==> src/rtl/fwh_read_pkg.sv <==
package fwh_read_pkg;
  localparam int NIB_W = 4;
  localparam logic [NIB_W-1:0] NIB_START = 4'b1101;
  localparam logic [NIB_W-1:0] NIB_ONE_BYTE = 4'b0000;
  localparam logic [NIB_W-1:0] NIB_SYNC = 4'b0000;
  localparam logic [NIB_W-1:0] NIB_ONES = 4'b1111;

  // phase value = number of the bus clock most recently sampled (0 = idle)
  typedef logic [4:0] clk_idx_t;

  typedef struct packed {
    logic              oe;
    logic [NIB_W-1:0]  nib;
  } drive_t;
endpackage

==> src/rtl/fwh_frame_tracker.sv <==
module fwh_frame_tracker
  import fwh_read_pkg::*;
#(
  parameter int ADDR_NIBS = 7
) (
  input  logic             clk,
  input  logic             rst_n,
  input  logic             frame_n,
  input  logic [NIB_W-1:0] bus_in,
  input  logic [NIB_W-1:0] strap_id,
  output clk_idx_t         phase,
  output logic             addr_en,
  output logic             addr_done,
  output logic             rsp_window
);
  localparam int PH_ID        = 1;
  localparam int PH_ADDR_LAST = PH_ID + ADDR_NIBS;
  localparam int PH_SIZE      = PH_ADDR_LAST + 1;
  localparam int PH_WIN_LAST  = PH_SIZE + 3;
  localparam int PH_END       = PH_SIZE + 7;

  clk_idx_t phase_q;

  always_ff @(posedge clk) begin
    if (!rst_n) begin
      phase_q <= '0;
    end else if (!frame_n) begin
      phase_q <= (bus_in == NIB_START) ? clk_idx_t'(1) : '0;
    end else if (phase_q == '0) begin
      phase_q <= '0;
    end else if (phase_q == clk_idx_t'(PH_ID)) begin
      phase_q <= (bus_in == strap_id) ? clk_idx_t'(PH_ID + 1) : '0;
    end else if (phase_q == clk_idx_t'(PH_SIZE)) begin
      phase_q <= (bus_in == NIB_ONE_BYTE) ? clk_idx_t'(PH_SIZE + 1) : '0;
    end else if (phase_q >= clk_idx_t'(PH_END)) begin
      phase_q <= '0;
    end else begin
      phase_q <= phase_q + clk_idx_t'(1);
    end
  end

  assign phase      = phase_q;
  assign addr_en    = frame_n && (phase_q > clk_idx_t'(PH_ID)) &&
                      (phase_q <= clk_idx_t'(PH_ADDR_LAST));
  assign addr_done  = frame_n && (phase_q == clk_idx_t'(PH_ADDR_LAST));
  assign rsp_window = (phase_q >= clk_idx_t'(PH_SIZE)) &&
                      (phase_q <= clk_idx_t'(PH_WIN_LAST));

  assert_start_seen_R1: assert property (@(posedge clk) disable iff (!rst_n)
    (!frame_n && bus_in == NIB_START) |=> phase_q == clk_idx_t'(1));
  assert_id_gate_R3: assert property (@(posedge clk) disable iff (!rst_n)
    (frame_n && phase_q == clk_idx_t'(PH_ID) && bus_in != strap_id) |=> phase_q == '0);
  assert_size_gate_R5: assert property (@(posedge clk) disable iff (!rst_n)
    (frame_n && phase_q == clk_idx_t'(PH_SIZE) && bus_in != NIB_ONE_BYTE) |=> phase_q == '0);
  assert_abandon_R12: assert property (@(posedge clk) disable iff (!rst_n)
    (!frame_n && bus_in != NIB_START) |=> phase_q == '0);
endmodule

==> src/rtl/fwh_addr_collector.sv <==
module fwh_addr_collector
  import fwh_read_pkg::*;
#(
  parameter int ADDR_W = 28
) (
  input  logic              clk,
  input  logic              rst_n,
  input  logic              addr_en,
  input  logic              addr_done,
  input  logic [NIB_W-1:0]  bus_in,
  input  logic              req_ready,
  output logic              req_valid,
  output logic [ADDR_W-1:0] req_addr
);
  localparam int SH_W = ADDR_W - NIB_W;

  logic [SH_W-1:0]   sh_q;
  logic [ADDR_W-1:0] addr_q;
  logic              valid_q;
  logic              can_load;

  assign can_load = !valid_q || req_ready;

  always_ff @(posedge clk) begin
    if (!rst_n) begin
      sh_q <= '0;
    end else if (addr_en && !addr_done) begin
      sh_q <= {sh_q[SH_W-NIB_W-1:0], bus_in};
    end
  end

  always_ff @(posedge clk) begin
    if (!rst_n) begin
      addr_q  <= '0;
      valid_q <= 1'b0;
    end else if (addr_done && can_load) begin
      addr_q  <= {sh_q, bus_in};
      valid_q <= 1'b1;
    end else if (valid_q && req_ready) begin
      valid_q <= 1'b0;
    end
  end

  assign req_valid = valid_q;
  assign req_addr  = addr_q;

  assert_req_hold_R6: assert property (@(posedge clk) disable iff (!rst_n)
    (valid_q && !req_ready) |=> (valid_q && $stable(addr_q)));
endmodule

==> src/rtl/fwh_rsp_holder.sv <==
module fwh_rsp_holder #(
  parameter int DATA_W = 8
) (
  input  logic              clk,
  input  logic              rst_n,
  input  logic              req_fire,
  input  logic              new_cycle,
  input  logic              window,
  input  logic              rsp_valid,
  input  logic [DATA_W-1:0] rsp_data,
  output logic [DATA_W-1:0] data,
  output logic              data_ok
);
  logic              pending_q;
  logic              ok_q;
  logic [DATA_W-1:0] data_q;

  always_ff @(posedge clk) begin
    if (!rst_n) begin
      pending_q <= 1'b0;
    end else if (req_fire) begin
      pending_q <= 1'b1;
    end else if (rsp_valid) begin
      pending_q <= 1'b0;
    end
  end

  always_ff @(posedge clk) begin
    if (!rst_n) begin
      ok_q   <= 1'b0;
      data_q <= '0;
    end else if (new_cycle) begin
      ok_q <= 1'b0;
    end else if (rsp_valid && pending_q && window) begin
      ok_q   <= 1'b1;
      data_q <= rsp_data;
    end
  end

  assign data    = data_q;
  assign data_ok = ok_q;

  assert_late_drop_R11: assert property (@(posedge clk) disable iff (!rst_n)
    $rose(ok_q) |-> $past(window));
endmodule

==> src/rtl/fwh_bus_driver.sv <==
module fwh_bus_driver
  import fwh_read_pkg::*;
#(
  parameter int ADDR_NIBS = 7,
  parameter int DATA_W    = 8
) (
  input  clk_idx_t          phase,
  input  logic [DATA_W-1:0] data,
  input  logic              data_ok,
  output logic              oe,
  output logic [NIB_W-1:0]  nib
);
  localparam int PH_SIZE  = 2 + ADDR_NIBS;
  localparam int PH_TAKE  = PH_SIZE + 2;
  localparam int PH_SYNC  = PH_TAKE + 1;
  localparam int PH_DLO   = PH_SYNC + 1;
  localparam int PH_DHI   = PH_DLO + 1;
  localparam int PH_GIVE  = PH_DHI + 1;

  logic [DATA_W-1:0] byte_out;
  drive_t            drv;

  assign byte_out = data_ok ? data : {DATA_W{1'b1}};

  always_comb begin
    drv = '{oe: 1'b0, nib: NIB_ONES};
    if (phase == clk_idx_t'(PH_TAKE)) begin
      drv = '{oe: 1'b1, nib: NIB_ONES};
    end else if (phase == clk_idx_t'(PH_SYNC)) begin
      drv = '{oe: 1'b1, nib: NIB_SYNC};
    end else if (phase == clk_idx_t'(PH_DLO)) begin
      drv = '{oe: 1'b1, nib: byte_out[NIB_W-1:0]};
    end else if (phase == clk_idx_t'(PH_DHI)) begin
      drv = '{oe: 1'b1, nib: byte_out[2*NIB_W-1:NIB_W]};
    end else if (phase == clk_idx_t'(PH_GIVE)) begin
      drv = '{oe: 1'b1, nib: NIB_ONES};
    end
  end

  assign oe  = drv.oe;
  assign nib = drv.nib;
endmodule

==> src/rtl/fwh_read_target.sv <==
module fwh_read_target
  import fwh_read_pkg::*;
#(
  parameter int ADDR_W = 28,
  parameter int DATA_W = 8
) (
  input  logic              clk,
  input  logic              rst_n,
  input  logic              frame_n,
  input  logic [3:0]        bus_in,
  output logic [3:0]        bus_out,
  output logic              bus_oe,
  input  logic [3:0]        strap_id,
  output logic              mem_req_valid,
  input  logic              mem_req_ready,
  output logic [ADDR_W-1:0] mem_req_addr,
  input  logic              mem_rsp_valid,
  input  logic [DATA_W-1:0] mem_rsp_data
);
  localparam int ADDR_NIBS = ADDR_W / NIB_W;

  clk_idx_t          phase;
  logic              addr_en;
  logic              addr_done;
  logic              rsp_window;
  logic              req_fire;
  logic [DATA_W-1:0] data;
  logic              data_ok;

  fwh_frame_tracker #(.ADDR_NIBS(ADDR_NIBS)) u_track (
    .clk(clk), .rst_n(rst_n), .frame_n(frame_n), .bus_in(bus_in),
    .strap_id(strap_id), .phase(phase), .addr_en(addr_en),
    .addr_done(addr_done), .rsp_window(rsp_window)
  );

  fwh_addr_collector #(.ADDR_W(ADDR_W)) u_addr (
    .clk(clk), .rst_n(rst_n), .addr_en(addr_en), .addr_done(addr_done),
    .bus_in(bus_in), .req_ready(mem_req_ready), .req_valid(mem_req_valid),
    .req_addr(mem_req_addr)
  );

  assign req_fire = mem_req_valid && mem_req_ready;

  fwh_rsp_holder #(.DATA_W(DATA_W)) u_rsp (
    .clk(clk), .rst_n(rst_n), .req_fire(req_fire), .new_cycle(addr_done),
    .window(rsp_window), .rsp_valid(mem_rsp_valid), .rsp_data(mem_rsp_data),
    .data(data), .data_ok(data_ok)
  );

  fwh_bus_driver #(.ADDR_NIBS(ADDR_NIBS), .DATA_W(DATA_W)) u_drv (
    .phase(phase), .data(data), .data_ok(data_ok), .oe(bus_oe), .nib(bus_out)
  );

  assert_take_ones_R7: assert property (@(posedge clk) disable iff (!rst_n)
    $rose(bus_oe) |-> bus_out == NIB_ONES);
  assert_sync_after_take_R8: assert property (@(posedge clk) disable iff (!rst_n)
    $rose(bus_oe) |=> (bus_oe && bus_out == NIB_SYNC));
  assert_release_ones_R10: assert property (@(posedge clk) disable iff (!rst_n)
    $fell(bus_oe) |-> $past(bus_out) == NIB_ONES);
endmodule

==> config.mk <==
export PLATFORM = sky130hd
export DESIGN_NAME = fwh_read_target
export DESIGN_NICKNAME = d
export VERILOG_FILES = /design/src/rtl/fwh_read_pkg.sv /design/src/rtl/fwh_frame_tracker.sv /design/src/rtl/fwh_addr_collector.sv /design/src/rtl/fwh_rsp_holder.sv /design/src/rtl/fwh_bus_driver.sv /design/src/rtl/fwh_read_target.sv
export SDC_FILE = /design/constraint.sdc
export NUM_CORES = 1
export LEC_CHECK = 0
export BUFFER_PORTS_ARGS = -buffer_cell sky130_fd_sc_hd__buf_2
export CAP_MARGIN = 20
export CORE_ASPECT_RATIO = 2
export CORE_MARGIN = 1.5
export CORE_UTILIZATION = 56
export CTS_CLUSTER_SIZE = 30
export DETAILED_ROUTE_END_ITERATION = 16
export PLACE_DENSITY = 0.8
export SLEW_MARGIN = 15
export SYNTH_ARGS = -nofsm -noshare
export SYNTH_HDL_FRONTEND = slang
export SYNTH_SLANG_ARGS = --single-unit
==> constraint.sdc <==
create_clock -name clk -period 2.9 [get_ports clk]
set_clock_uncertainty 0.15 [all_clocks]
set_input_delay 0.29 -clock clk [delete_from_list [all_inputs] [get_ports clk]]
set_output_delay 0.29 -clock clk [all_outputs]
set_load 0.1 [all_outputs]
==> run metrics, run 1 <==
RSZ-0062 raised after global routing no; Final Cycle Share 89.9%; Synth top cells by count dfxtp_1, nand2_1, nor2b_1; min Tclk post-route 2610 ps; largest family of logic cells by synthesized area simple AND/OR/NAND/NOR gates; final wirelength 5890 um; final net count 385; Yosys top cell by area dfxtp_1; Post-DP HPWL 4220 um; Post-synth EDFFs 0; Clock Sinks 68; slowest stage delay, CP around 500 ps; Hold Fails Final Rpt 0; Syn. warnings 0; maximum clock path buffer count 2; mapped cell area just under 3000 sq um; Crit Path Class reg -> out; Core Region 5140 sq um; Seq cells post-synth roughly 70; total power 0.00179 W; Buf/Inv on CP 1; post-synth net total around 330; commonest register cell after synthesis dfxtp_1; DR vias/cell 5.35; hold_sp mem_rsp_data[3]; clock slew at reported path FFs 70 ps; buffer count from post-CTS setup fixing 0; status completed; Antenna diodes 0; first-pass GRT wire length 9890 um; vias in the first global route approximately 2.3k; layout cells sized above 1 around a quarter; compound-gate portion of the synthesized area 12.4%; num ports 55; max_cap viols 0; CTS Hold Bufs 0; DRT iter0 DRCs 39; Critical Path Start u_track.phase[0]; die width roughly 55 um; Post-CTS Resized 0; DRC Markers 0; first-pass detailed-route iteration total 4; clk_lat worst skew 340 ps; Worst path top cell family by delay flip-flops; crit-path max FO 8; Leakage roughly 1.5 nW; FF-to-FF Start u_track.phase[0]; H-tree levels 3; CTS tree built; Post-Place Cells around 410; top-count cell post-synth dfxtp_1; Worst EP required about 2500 ps; Synth Area in Simple Gates 22.8%; Mean Syn Cell Area 9.70 sq um; CP Launch Type register; final setup TNS 0 ps; largest net degree at the start of global routing 44; initial core utilization 58.0%; Yosys cell types 43; CP cell instances ha_1 -> nand4b_1 -> o22ai_1 -> a21oi_2 -> buf_2; drt wl/cell between 10 and 15 um; WHS roughly 50 ps; total CTS buffers 9; Post-Synth Adder-Cell Area between 2 and 2.5%; gr ovfl total 0; post-synthesis mux area share 11.1%; non-filler cells, final 421; HP Class in -> reg; Synth async-reset ratio 0%; Die ar. approximately 5800 sq um; Post-DRT Antenna Nets 0; Arr. time, crit path ~2200 ps; Final WS setup 293 ps; worst slack at placement roughly 650 ps; Fmax achieved 384 MHz; main area contributors after synthesis dfxtp_1, mux2i_1, nor2b_1, nand2_1, a21boi_1; Worst setup EP type output port; # rows 37; Worst-Margin Slew 571 ps; vias after detailed routing 2254; Yosys top cell area share between 40% and 50%; Mapped Cells slightly above 300; Worst path slowest cell dfxtp_1; PortBufs between 50 and 60; Final Max Slew Viols 0; XOR/XNOR Fraction of Synth Area 1.47%; slew margin rel. between 60% and 70%; Global Route Usage Sum 23.5%; initial antenna violation count 0; final setup fails 0; pwr dens a little over 500 nW/um^2; GP Congestion between 0.7 and 0.8; Peak VDD IR approximately 0.41 mV; sequential fraction of the synthesis area 45.7%; clk root buf clkbuf_8; die height 106 um; P&R area growth vs syn 16.2%
final cells by class:
type / count / area, sq um
inverters: 4 / 15.0
clock buffers: 12 / 165
fillers: 453 / 1680
multi-input cells: 218 / 1500
clock inverters: 3 / 45.0
repair buffers: 58 / 300
flip-flops and latches: 68 / 1360
well taps: 58 / 72.6
logic make-up after synthesis:
family                   after synthesis
buffers and inverters                 21
adder cells (fa/ha/maj)                5
multiplexers                          33
XOR/XNOR                               5
flip-flops                            68
AO/OA/AOI/OAI                         47
AND/OR/NAND/NOR                      128
worst min-delay path, cell delays in order:
cell     delay [ps]
buf_2            70
mux2i_1          50
nor2b_1          90
placed cells by master (no fill, tap or decap), types with 2 or more instances in the layout:
cell and instances:
o22ai_1 4, mux2i_1 32, buf_4 4, ha_1 5, xnor2_1 2, a21boi_1 20
nor2b_1 37, clkbuf_8 12, and3_1 3, nor3_1 2, nand2_1 59, nand4b_1 2
nor4_1 2, dfxtp_1 68, buf_2 54, a21boi_0 9, nand4b_2 2, xor2_1 3
a21oi_2 4, inv_1 4, nor2_1 7, nand3_1 5, clkinvlp_4 2
state kept, by name, summed over array words and instances, names as in the netlist:
signal	flops
u_rsp.data_ok	1
u_track.phase	5
u_addr.req_addr	28
u_rsp.pending_q	1
u_rsp.data	8
u_addr.sh_q	24
u_addr.req_valid	1
report_power, final:
part | total, W | switching, W | internal (W) | leakage [nW]
Combinational | 0.0000571 | 0.0000270 | 0.0000302 | 0.853
Clock | 0.000802 | 0.000340 | 0.000462 | 0.101
Sequential | 0.000935 | 0.000000780 | 0.000934 | 0.547
Total | 0.00179 | 0.000367 | 0.00143 | 1.50
per-layer routing:
| layer | global-route usage (%) | part of all wire (%) |
|---|---|---|
| met3 | 6.74 | 3.5 |
| met4 | 13.6 | 3.0 |
| met2 | 39.8 | 55 |
| met5 | 0 | 0 |
| met1 | 24.2 | 39 |
metrics by stage:
| stage | area (sq um) | utilization (%) |
|---|---|---|
| floorplan | 2990 | - |
| global placement | 3250 | 63.3 |
| detailed placement | 3250 | 63.3 |
| CTS | 3460 | 67.4 |
| global route | 3460 | 67.4 |
| finish | 3460 | 67.4 |
worst paths after layout:
kind	to	slack (ps)	depth (start not counted)
setup reg to reg	u_addr.sh_q[1]	660	6
setup / recovery	bus_out[0]	290	5
hold reg to reg	u_addr.req_addr[8]	300	2
hold / removal	u_rsp.data[3]	50	3
Note: power is estimated with default switching activity, not from simulation.
==> run 2: changes to the inputs <==
--- a/config.mk
+++ b/config.mk
@@ -12,8 +12,11 @@
 export CORE_UTILIZATION = 56
 export CTS_CLUSTER_SIZE = 30
 export DETAILED_ROUTE_END_ITERATION = 16
+export GPL_TIMING_DRIVEN = 0
+export HOLD_SLACK_MARGIN = 0.15
 export PLACE_DENSITY = 0.8
 export SLEW_MARGIN = 15
 export SYNTH_ARGS = -nofsm -noshare
 export SYNTH_HDL_FRONTEND = slang
+export SYNTH_HIERARCHICAL = 1
 export SYNTH_SLANG_ARGS = --single-unit
==> run 2 against run 1 <==
  * Worst hold slack better by 120 ps
  * Sequential power hardly changed
  * Area after synthesis is 2.0% higher
  * Setup slack better by 140 ps
  * Clock power is 11% higher
  * Synthesized cell count is 11% higher
  * Largest power group unchanged
  * Non-clock buffer count is 34 higher
  * Via count is 14% higher
==> run metrics, run 2 <==
status completed (unchanged); non-filler cells, final 483 (was 421); Final Max Slew Viols 0 (unchanged); CTS tree built (unchanged); Antenna diodes 0 (unchanged); final setup TNS 0 ps (unchanged); Yosys top cell by area dfxtp_1 (unchanged); Post-DP HPWL 4840 um (was 4220 um); layout cells sized above 1 22.6% (was 24.0%); RSZ-0062 raised after global routing no (unchanged); main area contributors after synthesis dfxtp_1, nand2_1, mux2i_1, a21boi_1, buf_4 (was dfxtp_1, mux2i_1, nor2b_1, nand2_1, a21boi_1); crit-path max FO 12 (was 8); drt wl/cell 13.8 um (was 14.0 um); first-pass GRT wire length 10700 um (was 9890 um); largest net degree at the start of global routing 13 (was 44); most frequent cells in the layout nand2_1, dfxtp_1, buf_2 (was dfxtp_1, nand2_1, buf_2); buffer count from post-CTS setup fixing 0 (unchanged); total CTS buffers 9 (unchanged); internal power 0.00153 W (was 0.00143 W); Synth async-reset ratio 0% (unchanged); vias in the first global route 2456 (was 2282); worst r2r path cells 9 (was 6); DR vias/cell 5.31 (was 5.35); Core Util, Final 72.4% (was 67.4%); Post-Place Cells 453 (was 406); Final Cycle Share 85.2% (was 89.9%); final wirelength 6690 um (was 5890 um); die height 107 um (was 106 um); Critical Path End u_addr/sh_q[2] (was bus_out[0]); sw frac 20.2% (was 20.5%); Post-CTS Resized 0 (unchanged); HP Class in -> reg (unchanged); Mean Syn Cell Area 8.91 sq um (was 9.70 sq um); # rows 37 (unchanged); Yosys cell types 42 (was 43); Yosys top cell area share 44.8% (was 45.7%); DRT iter0 DRCs 46 (was 39); FF-to-FF End u_addr/sh_q[2] (was u_addr.sh_q[1]); Leakage 1.43 nW (was 1.50 nW); Clock Sinks 68 (unchanged); commonest register cell after synthesis dfxtp_1 (unchanged); vias after detailed routing 2566 (was 2254); gr ovfl total 0 (unchanged); DRC Markers 0 (unchanged); slew margin rel. 35.9% (was 61.8%); PortBufs 54 (unchanged); Critical Path Start u_track/phase[1] (was u_track.phase[0]); clock share of power 46.6% (was 44.7%); Die ar. 5900 sq um (was 5790 sq um); CP Launch Type register (unchanged); Syn. warnings 6 (was 0); first-pass detailed-route iteration total 4 (unchanged); Final WS setup 429 ps (was 293 ps); Synth top cells by count nand2_1, dfxtp_1, mux2i_1 (was dfxtp_1, nand2_1, nor2b_1); H-tree levels 3 (unchanged); GP Congestion 0.785 (was 0.767); top-count cell post-synth nand2_1 (was dfxtp_1); Seq cells post-synth 68 (unchanged); clk root buf clkbuf_8 (unchanged); Worst-Margin Slew 950 ps (was 571 ps); Peak VDD IR 0.433 mV (was 0.409 mV); clock slew at reported path FFs 70 ps (about the same); sequential fraction of the synthesis area 44.8% (was 45.7%); final setup fails 0 (unchanged); P_sw 0.000386 W (was 0.000367 W); max reg flops 28 (unchanged); clk_lat worst skew 340 ps (about the same); initial core utilization 58.6% (was 58.0%); initial antenna violation count 0 (unchanged); mapped cell area 3040 sq um (was 2980 sq um); final net count 444 (was 385); FF-to-FF Start u_track/phase[1] (was u_track.phase[0]); Arr. time, crit path 2550 ps (was 2170 ps); Core Region 5180 sq um (was 5140 sq um); R2R Setup Slk 430 ps (was 660 ps); worst slack at placement 498 ps (was 650 ps); Hold Fails Final Rpt 0 (unchanged); num ports 55 (unchanged); maximum clock path buffer count 2 (unchanged); commonest non-fill, non-tap cell in the layout nand2_1 (was dfxtp_1); die width 55.1 um (was 54.6 um); Worst setup EP type register (was output port); register share of total power 48.9% (was 52.1%); total power 0.00191 W (was 0.00179 W); Crit Path Class reg -> reg (was reg -> out); pwr dens 509 nW/um^2 (was 518 nW/um^2); hold path cells 3 (unchanged); Post-synth EDFFs 0 (unchanged); max_cap viols 0 (unchanged); Gate power share 4.5% (was 3.2%); post-synth net total 365 (was 333); Post-DRT Antenna Nets 0 (unchanged); Fmax achieved 405 MHz (was 384 MHz); Worst EP required 2980 ps (was 2460 ps); Mapped Cells 341 (was 307); min Tclk post-route 2470 ps (was 2610 ps); Global Route Usage Sum 24.7% (was 23.5%); P&R area growth vs syn 23.6% (was 16.2%)
-- run 2: kinds of logic after synthesis --
group,Yosys count,share of synthesized area [%]
AND/OR/NAND/NOR,155,22.8
flip-flops,68,44.8
AO/OA/AOI/OAI,45,10.9
multiplexers,37,12.2
buffers and inverters,27,6.34
XOR/XNOR,6,1.73
adder cells (fa/ha/maj),3,1.24
-- run 2: power groups by stage --
stage | sequential (W) | combinational [W] | clock [W]
after floorplan | 0.000956 | 0.0000411 | 0
after global placement | 0.000956 | 0.0000705 | 0
after detailed placement | 0.000956 | 0.0000724 | 0
after CTS | 0.000935 | 0.0000862 | 0.000908
after global routing | 0.000934 | 0.0000942 | 0.000952
final | 0.000935 | 0.0000865 | 0.000892
-- run 2: per-stage QoR --
stage          cell area, sq um  hold WS [ps]
2_1_floorplan              3040           275
3_3_place_gp               3380           288
5_1_grt                    3760           168
6_report                   3760           173
3_5_place_dp               3380           293
4_1_cts                    3760           151
-- run 2: worst min path at each step --
stage | startpoint | to | slack [ps]
2_1_floorplan | bus_in[0] | u_addr/sh_q[0] | 270
3_3_place_gp | u_addr/req_addr[14] | u_addr/req_addr[14] | 290
3_5_place_dp | u_addr/req_addr[16] | u_addr/req_addr[16] | 290
4_1_cts | mem_req_ready | u_addr/req_valid | 150
5_1_grt | mem_rsp_valid | u_rsp/pending_q | 170
6_report | mem_req_ready | u_addr/req_valid | 170
-- run 2: area by class of cell --
class                   instances  area [sq um]
plain buffers                  24           181
repair buffers                 68           410
clock inverters                 4          70.1
multi-input cells             246          1480
well taps                      58          72.6
fillers                       428          1430
inverters                       3          11.3
flip-flops and latches         68          1360
clock buffers                  12           165
-- run 2: timing repair --
action,4_1_cts,5_1_grt
hold endpoints to repair,18,0
hold buffers,14,0
endpoints found under the setup margin,0,0
-- run 2: routing by layer --
| layer | vias up | track usage [%] | wire length [um] |
|---|---|---|---|
| li1 | 1291 | - | - |
| met3 | 9 | 4.60 | 174 |
| met5 | - | 0 | 0 |
| met4 | 0 | 11.8 | 118 |
| met2 | 46 | 44.6 | 3790 |
| met1 | 1220 | 25.3 | 2600 |
-- run 2: worst max-delay path: stages, from the launching register on --
cell and delay [ps]:
dfxtp_1 450, inv_1 130, ha_1 280, or4b_4 540, and3_1 210, nor2b_1 130
buf_2 160, buf_4 180, nand2_1 80, a21boi_1 60
